## config.mk

```make
export PLATFORM = sky130hd
export DESIGN_NAME = delay_timer
export DESIGN_NICKNAME = d
export VERILOG_FILES = /design/src/rtl/dt_pkg.sv /design/src/rtl/dt_edge_sync.sv /design/src/rtl/dt_pulse_core.sv /design/src/rtl/delay_timer.sv
export SDC_FILE = /design/constraint.sdc
export NUM_CORES = 1
export LEC_CHECK = 0
export ABC_AREA = 1
export BUFFER_PORTS_ARGS = -buffer_cell sky130_fd_sc_hd__buf_4
export CAP_MARGIN = 5
export CORE_ASPECT_RATIO = 0.9
export CORE_UTILIZATION = 37
export DETAILED_ROUTE_END_ITERATION = 8
export SLEW_MARGIN = 20
export SYNTH_ARGS = -nofsm -noshare
export SYNTH_HDL_FRONTEND = slang
export SYNTH_SLANG_ARGS = --single-unit
```

## constraint.sdc

```tcl
create_clock -name clk -period 3.3 [get_ports clk]
set_input_delay 0.165 -clock clk [delete_from_list [all_inputs] [get_ports clk]]
set_output_delay 0.165 -clock clk [all_outputs]
set_load 0.03 [all_outputs]
```

## src/rtl/dt_pkg.sv

```systemverilog
// Shared types for the delay timer.
package dt_pkg;
    // Detected trigger events, one bit per trigger input.
    typedef struct packed {
        logic rise_a;
        logic fall_b;
    } dt_trig_t;
endpackage

```

## src/rtl/dt_edge_sync.sv

```systemverilog
// Synchronizes one asynchronous input and flags a single-cycle edge of the
// chosen polarity. Assumes STAGES >= 2. During reset all stages load the
// input, so no edge is reported for a level that is already present.
module dt_edge_sync #(
    parameter int STAGES  = 2,
    parameter bit FALLING = 1'b0
) (
    input  logic clk,
    input  logic rst_n,
    input  logic din,
    output logic edge_o
);
    logic [STAGES-1:0] sh;
    logic              prev;

    // Shift the input through the synchronizer and keep the last settled value.
    always_ff @(posedge clk) begin
        if (!rst_n) begin
            sh   <= {STAGES{din}};
            prev <= din;
        end else begin
            sh   <= {sh[STAGES-2:0], din};
            prev <= sh[STAGES-1];
        end
    end

    // Pick the edge polarity.
    generate
        if (FALLING) begin : g_fall
            assign edge_o = prev & ~sh[STAGES-1];
        end else begin : g_rise
            assign edge_o = ~prev & sh[STAGES-1];
        end
    endgenerate

    // a detected edge lasts exactly one cycle
    a_r1_edge_one_cycle: assert property (@(posedge clk) disable iff (!rst_n)
        edge_o |=> !edge_o);
endmodule

```

## src/rtl/dt_pulse_core.sv

```systemverilog
// Pulse state and power-of-two delay counter. Captures the exponent at each
// accepted trigger and counts gated ticks until 2^E are seen. Assumes
// CNT_W >= 2^(SEL_W-1) so that both halves of the select table fit.
module dt_pulse_core #(
    parameter int SEL_W = 4,
    parameter int CNT_W = 24
) (
    input  logic             clk,
    input  logic             rst_n,
    input  logic             mclr,
    input  logic             trig,
    input  logic             retrig,
    input  logic             run_free,
    input  logic             tick,
    input  logic [SEL_W-1:0] sel,
    output logic             active,
    output logic             base_tick
);
    localparam int LOW_W  = SEL_W - 1;
    localparam int HI_OFS = CNT_W - (1 << LOW_W);
    localparam int EXP_W  = $clog2(CNT_W + 1);

    logic [CNT_W-1:0] cnt;
    logic [CNT_W-1:0] mask;
    logic [EXP_W-1:0] exp_q;
    logic [EXP_W-1:0] exp_new;
    logic             term;

    // Map the select code to an exponent (low half 1.., high half HI_OFS+1..).
    always_comb begin
        if (sel[SEL_W-1])
            exp_new = EXP_W'(sel[LOW_W-1:0]) + EXP_W'(HI_OFS + 1);
        else
            exp_new = EXP_W'(sel[LOW_W-1:0]) + EXP_W'(1);
    end

    // Terminal mask: the low exp_q bits set.
    always_comb begin
        for (int i = 0; i < CNT_W; i++)
            mask[i] = (i < int'(exp_q));
    end

    assign base_tick = tick & (run_free | active);
    assign term      = active & base_tick & (cnt == mask);

    // Start, restart, count and finish the pulse; mclr overrides all.
    always_ff @(posedge clk or posedge mclr) begin
        if (mclr) begin
            active <= 1'b0;
            cnt    <= '0;
            exp_q  <= '0;
        end else if (!rst_n) begin
            active <= 1'b0;
            cnt    <= '0;
            exp_q  <= '0;
        end else if (trig && (!active || retrig)) begin
            active <= 1'b1;
            cnt    <= '0;
            exp_q  <= exp_new;
        end else if (term) begin
            active <= 1'b0;
            cnt    <= '0;
        end else if (active && base_tick) begin
            cnt <= cnt + 1'b1;
        end
    end

    // the count stages are clear whenever no pulse is active
    a_r10_idle_clear: assert property (@(posedge clk) disable iff (!rst_n || mclr)
        !active |-> cnt == '0);
    // the count never passes the programmed terminal value
    a_r4_cnt_in_range: assert property (@(posedge clk) disable iff (!rst_n || mclr)
        active |-> cnt <= mask);
    // an accepted retrigger restarts the count from zero
    a_r6_restart: assert property (@(posedge clk) disable iff (!rst_n || mclr)
        (active && trig && retrig) |=> (active && cnt == '0));
    // without retrigger, only the terminal tick ends a pulse
    a_r7_keep_running: assert property (@(posedge clk) disable iff (!rst_n || mclr)
        (active && !retrig && !term) |=> active);
endmodule

```

## src/rtl/delay_timer.sv

```systemverilog
// Top of the programmable delay timer: two edge synchronizers feed the
// pulse core. Assumes trig_a idles low and trig_b idles high, but any
// level present during reset is taken without producing an edge.
module delay_timer #(
    parameter int SEL_W     = 4,
    parameter int CNT_W     = 24,
    parameter int SYNC_STGS = 2
) (
    input  logic             clk,
    input  logic             rst_n,
    input  logic             mclr,
    input  logic             trig_a,
    input  logic             trig_b,
    input  logic             retrig,
    input  logic             run_free,
    input  logic             tick,
    input  logic [SEL_W-1:0] sel,
    output logic             pulse,
    output logic             pulse_n,
    output logic             base_tick
);
    import dt_pkg::*;

    dt_trig_t ev;
    logic     active;

    dt_edge_sync #(.STAGES(SYNC_STGS), .FALLING(1'b0)) i_sync_a (
        .clk(clk), .rst_n(rst_n), .din(trig_a), .edge_o(ev.rise_a));

    dt_edge_sync #(.STAGES(SYNC_STGS), .FALLING(1'b1)) i_sync_b (
        .clk(clk), .rst_n(rst_n), .din(trig_b), .edge_o(ev.fall_b));

    dt_pulse_core #(.SEL_W(SEL_W), .CNT_W(CNT_W)) i_core (
        .clk(clk), .rst_n(rst_n), .mclr(mclr), .trig(ev.rise_a | ev.fall_b),
        .retrig(retrig), .run_free(run_free), .tick(tick), .sel(sel),
        .active(active), .base_tick(base_tick));

    assign pulse   = active;
    assign pulse_n = ~active;
endmodule

```

==> metrics.md <==
| Metric | Value |
|---|---|
| CTS clk-pin slew, worst paths | `80 ps` |
| Detail Route Antenna Nets | `0` |
| Worst Setup Start Kind | `flop` |
| Wirelength per Cell | `12.5 um` |
| Starting Density | `38.8%` |
| H-tree depth | `2` |
| Drt via density | `4.78` |
| Worst Path Required | `3470 ps` |
| Core Area | `6660 um2` |
| Inst Count DP | `466` |
| CTS root buffer | `clkbuf_8` |
| Initial antenna violation count | `0` |
| Placer Congestion | `0.941` |
| Reg power frac | `42.6%` |
| Final nets | `400` |
| Drt first pass iters | `4` |
| Critical path origin | `i_core.exp_q[4]` |
| Die Ht | `81.3 um` |
| Setup slack, reg-to-reg | `980 ps` |
| Total CTS buffers | `5` |
| R2r endpoint | `i_core.cnt[18]` |
| Cell count after synthesis | `373` |
| Largest net degree at the start of global routing | `31` |
| Synth Net Count | `387` |
| Area Growth Syn to Fin | `10.3%` |
| Slew Limit Headroom | `66.9%` |
| Net switching power | `324 uW` |
| Fraction of layout cells with a size suffix above 1 | `16.5%` |
| Max_cap viols | `0` |
| Leakage | `0.00135 uW` |
| Hold crit path type | `in2reg` |
| Hold Slack | `84.6 ps` |
| Final Hold Fails | `0` |
| Die width | `90.1 um` |
| Number of buffers on the longest clock path | `2` |
| Vias in the first global route | `2191` |
| Number of setup buffers added after CTS | `0` |
| Total Wirelength | `5.94 mm` |
| Worst-case reg-to-reg path depth | `12` |
| Synth warn | `0` |
| CTS tree | `yes` |
| Post-DP HPWL | `4.54 mm` |
| GR Util All Layers | `18.0%` |
| First-pass GRT wire length | `10.3 mm` |
| Status | `finished clean` |
| Sequential share of the synthesized area | `33.7%` |
| Grt total ovfl | `0` |
| Slew @ Worst Pin | `497 ps` |
| Critical Path Fanout Max | `22` |
| Combinational share of power | `18.5%` |
| Share of the synthesized area in the top cell type | `29.1%` |
| CTS Sinks | `36` |
| Synth area leader | `dfrtp_1` |
| Antenna diode count | `0` |
| Power share of the clock group | `38.9%` |
| Number of core rows | `28` |
| Final max-slew violation count | `0` |
| Dominant cells by area after synthesis | `dfrtp_1 29%, nand2_1 17%, nand3_1 7.6%` |
| Worst R2R Start | `i_core.exp_q[4]` |
| Crit end category | `flop` |
| Hold path depth | `2` |
| Finish-stage setup viols | `0` |
| Mapped Avg Cell Area | `6.92 um2` |
| CP Class | `reg2reg` |
| P_int | `788 uW` |
| Die Area | `7320 um2` |
| CP arrival | `2500 ps` |
| Post-Layout Cell Count | `477` |
| Minimum clock period | `2320 ps` |
| Sw frac | `29.1%` |
| Unrepaired setup endpoints after global routing | `no` |
| Starting DRT DRC Count | `139` |
| IO Pins | `15` |
| Critical path destination | `i_core.cnt[18]` |
| Distinct cells, synth | `29` |
| Fin crit share | `70.4%` |
| Port bufs | `14` |
| PwrDens | `390 nW/um2` |
| Maximum VDD drop | `0.000172 V` |
| Yosys reg bits | `36` |
| Final setup skew | `4.88 ps` |
| # DRC | `0` |
| Sum Neg Setup Slack | `0 ps` |
| Synth Cell Area | `2580 um2` |
| Via count | `2281` |
| Max Freq | `0.430 GHz` |
| Skew-Pair Late Insertion Delay | `300 ps` |
==> cell families after synthesis <==
group / Yosys count / synth area share, %
AND/OR/NAND/NOR: 245 / 45.0
adder cells (fa/ha/maj): 2 / 0.969
AO/OA/AOI/OAI: 14 / 2.86
flip-flops: 36 / 33.7
buffers and inverters: 57 / 11.0
XOR/XNOR: 19 / 6.44
==> state kept, by name, summed over array words and instances, names as in the netlist <==
signal / count
i_core.active: 1
i_core.cnt: 24
i_core.exp_q: 5
i_sync_a.prev: 1
i_sync_a.sh: 2
i_sync_b.prev: 1
i_sync_b.sh: 2
==> worst min-delay path by stage <==
stage | endpoint | slack, ps | from
CTS | i_core.exp_q[0] | 80 | sel[0]
global placement | i_core.cnt[15] | 270 | mclr
detailed placement | i_core.cnt[15] | 280 | mclr
finish | i_core.exp_q[0] | 80 | sel[0]
global route | i_core.exp_q[0] | 90 | sel[0]
floorplan | i_sync_a.sh[0] | 190 | trig_a
==> synthesized netlist by cell type <==
cell / instances
o21ai_0: 10
nor3_2: 1
buf_12: 2
dfxtp_1: 6
o21ai_1: 1
nor2_1: 25
inv_2: 3
nand2_2: 7
nand3b_1: 3
or2_1: 2
inv_1: 42
o22ai_1: 3
dfrtp_1: 30
buf_6: 3
buf_4: 3
xor2_1: 17
buf_2: 3
clkbuf_1: 1
nand3_2: 1
nor2_4: 2
nand2_4: 1
nor3_1: 3
nand4_1: 17
nand2_1: 118
nor2_2: 25
xnor2_1: 2
nand3_1: 39
nor2_8: 1
ha_1: 2
==> metrics by stage <==
stage | setup WS, ps | utilization (%) | power [uW] | area, um2
2_1_floorplan | 1280 | - | 649 | 2580
3_3_place_gp | 1020 | 40.5 | 685 | 2690
3_5_place_dp | 998 | 40.5 | 685 | 2690
4_1_cts | 995 | 42.8 | 1120 | 2850
5_1_grt | 759 | 42.8 | 1170 | 2850
6_report | 977 | 42.8 | 1110 | 2850
==> worst max-delay path: stages, from the launching register on <==
cell	delay [ps]
dfrtp_1	560
inv_1	330
nand2_1	190
nand2_1	110
nand3_1	70
nor2_1	110
nand2_1	60
nor2_1	80
nand2_1	60
nor2_2	100
nand2_2	100
nand2_4	320
nor2_1	90
==> cells in the final DEF, fill, tap and decap left out, drive strengths merged <==
cell / count
dfrtp: 30
nand4: 17
or2: 2
nor3: 4
nand2: 126
xor2: 17
bufinv: 1
buf: 15
dfxtp: 6
nor2: 53
ha: 2
clkbuf: 7
inv: 45
xnor2: 2
dlygate4sd3: 3
nand3: 40
o22ai: 3
o21ai: 11
nand3b: 3
==> power by group through the flow <==
stage	combinational [uW]	sequential (uW)	clock, uW
5_1_grt	234	476	459
3_3_place_gp	202	483	0
6_report	205	474	433
3_5_place_dp	203	482	0
4_1_cts	206	473	444
2_1_floorplan	176	474	0
==> per-layer routing <==
layer | GRT usage [%] | vias to the layer above | part of all wire (%)
met5 | 0 | - | 0
met4 | 6.29 | 0 | 1.4
met3 | 2.81 | 8 | 3.8
met2 | 30.4 | 33 | 45
met1 | 23.6 | 1043 | 50
li1 | - | 1197 | -
==> layout make-up <==
cell class | count | area [um2]
repair buffers | 18 | 143
clock inverters | 1 | 30.0
inverters | 45 | 169
well taps | 90 | 113
fillers | 738 | 3810
multi-input cells | 280 | 1430
clock buffers | 7 | 96.3
flip-flops and latches | 36 | 871
==> repair_timing <==
item | 4_1_cts | 5_1_grt
endpoints found under the hold margin | 32 | 0
hold buffers | 3 | 0
resized for setup | 0 | 0
Power figures use the tool's default switching activity.
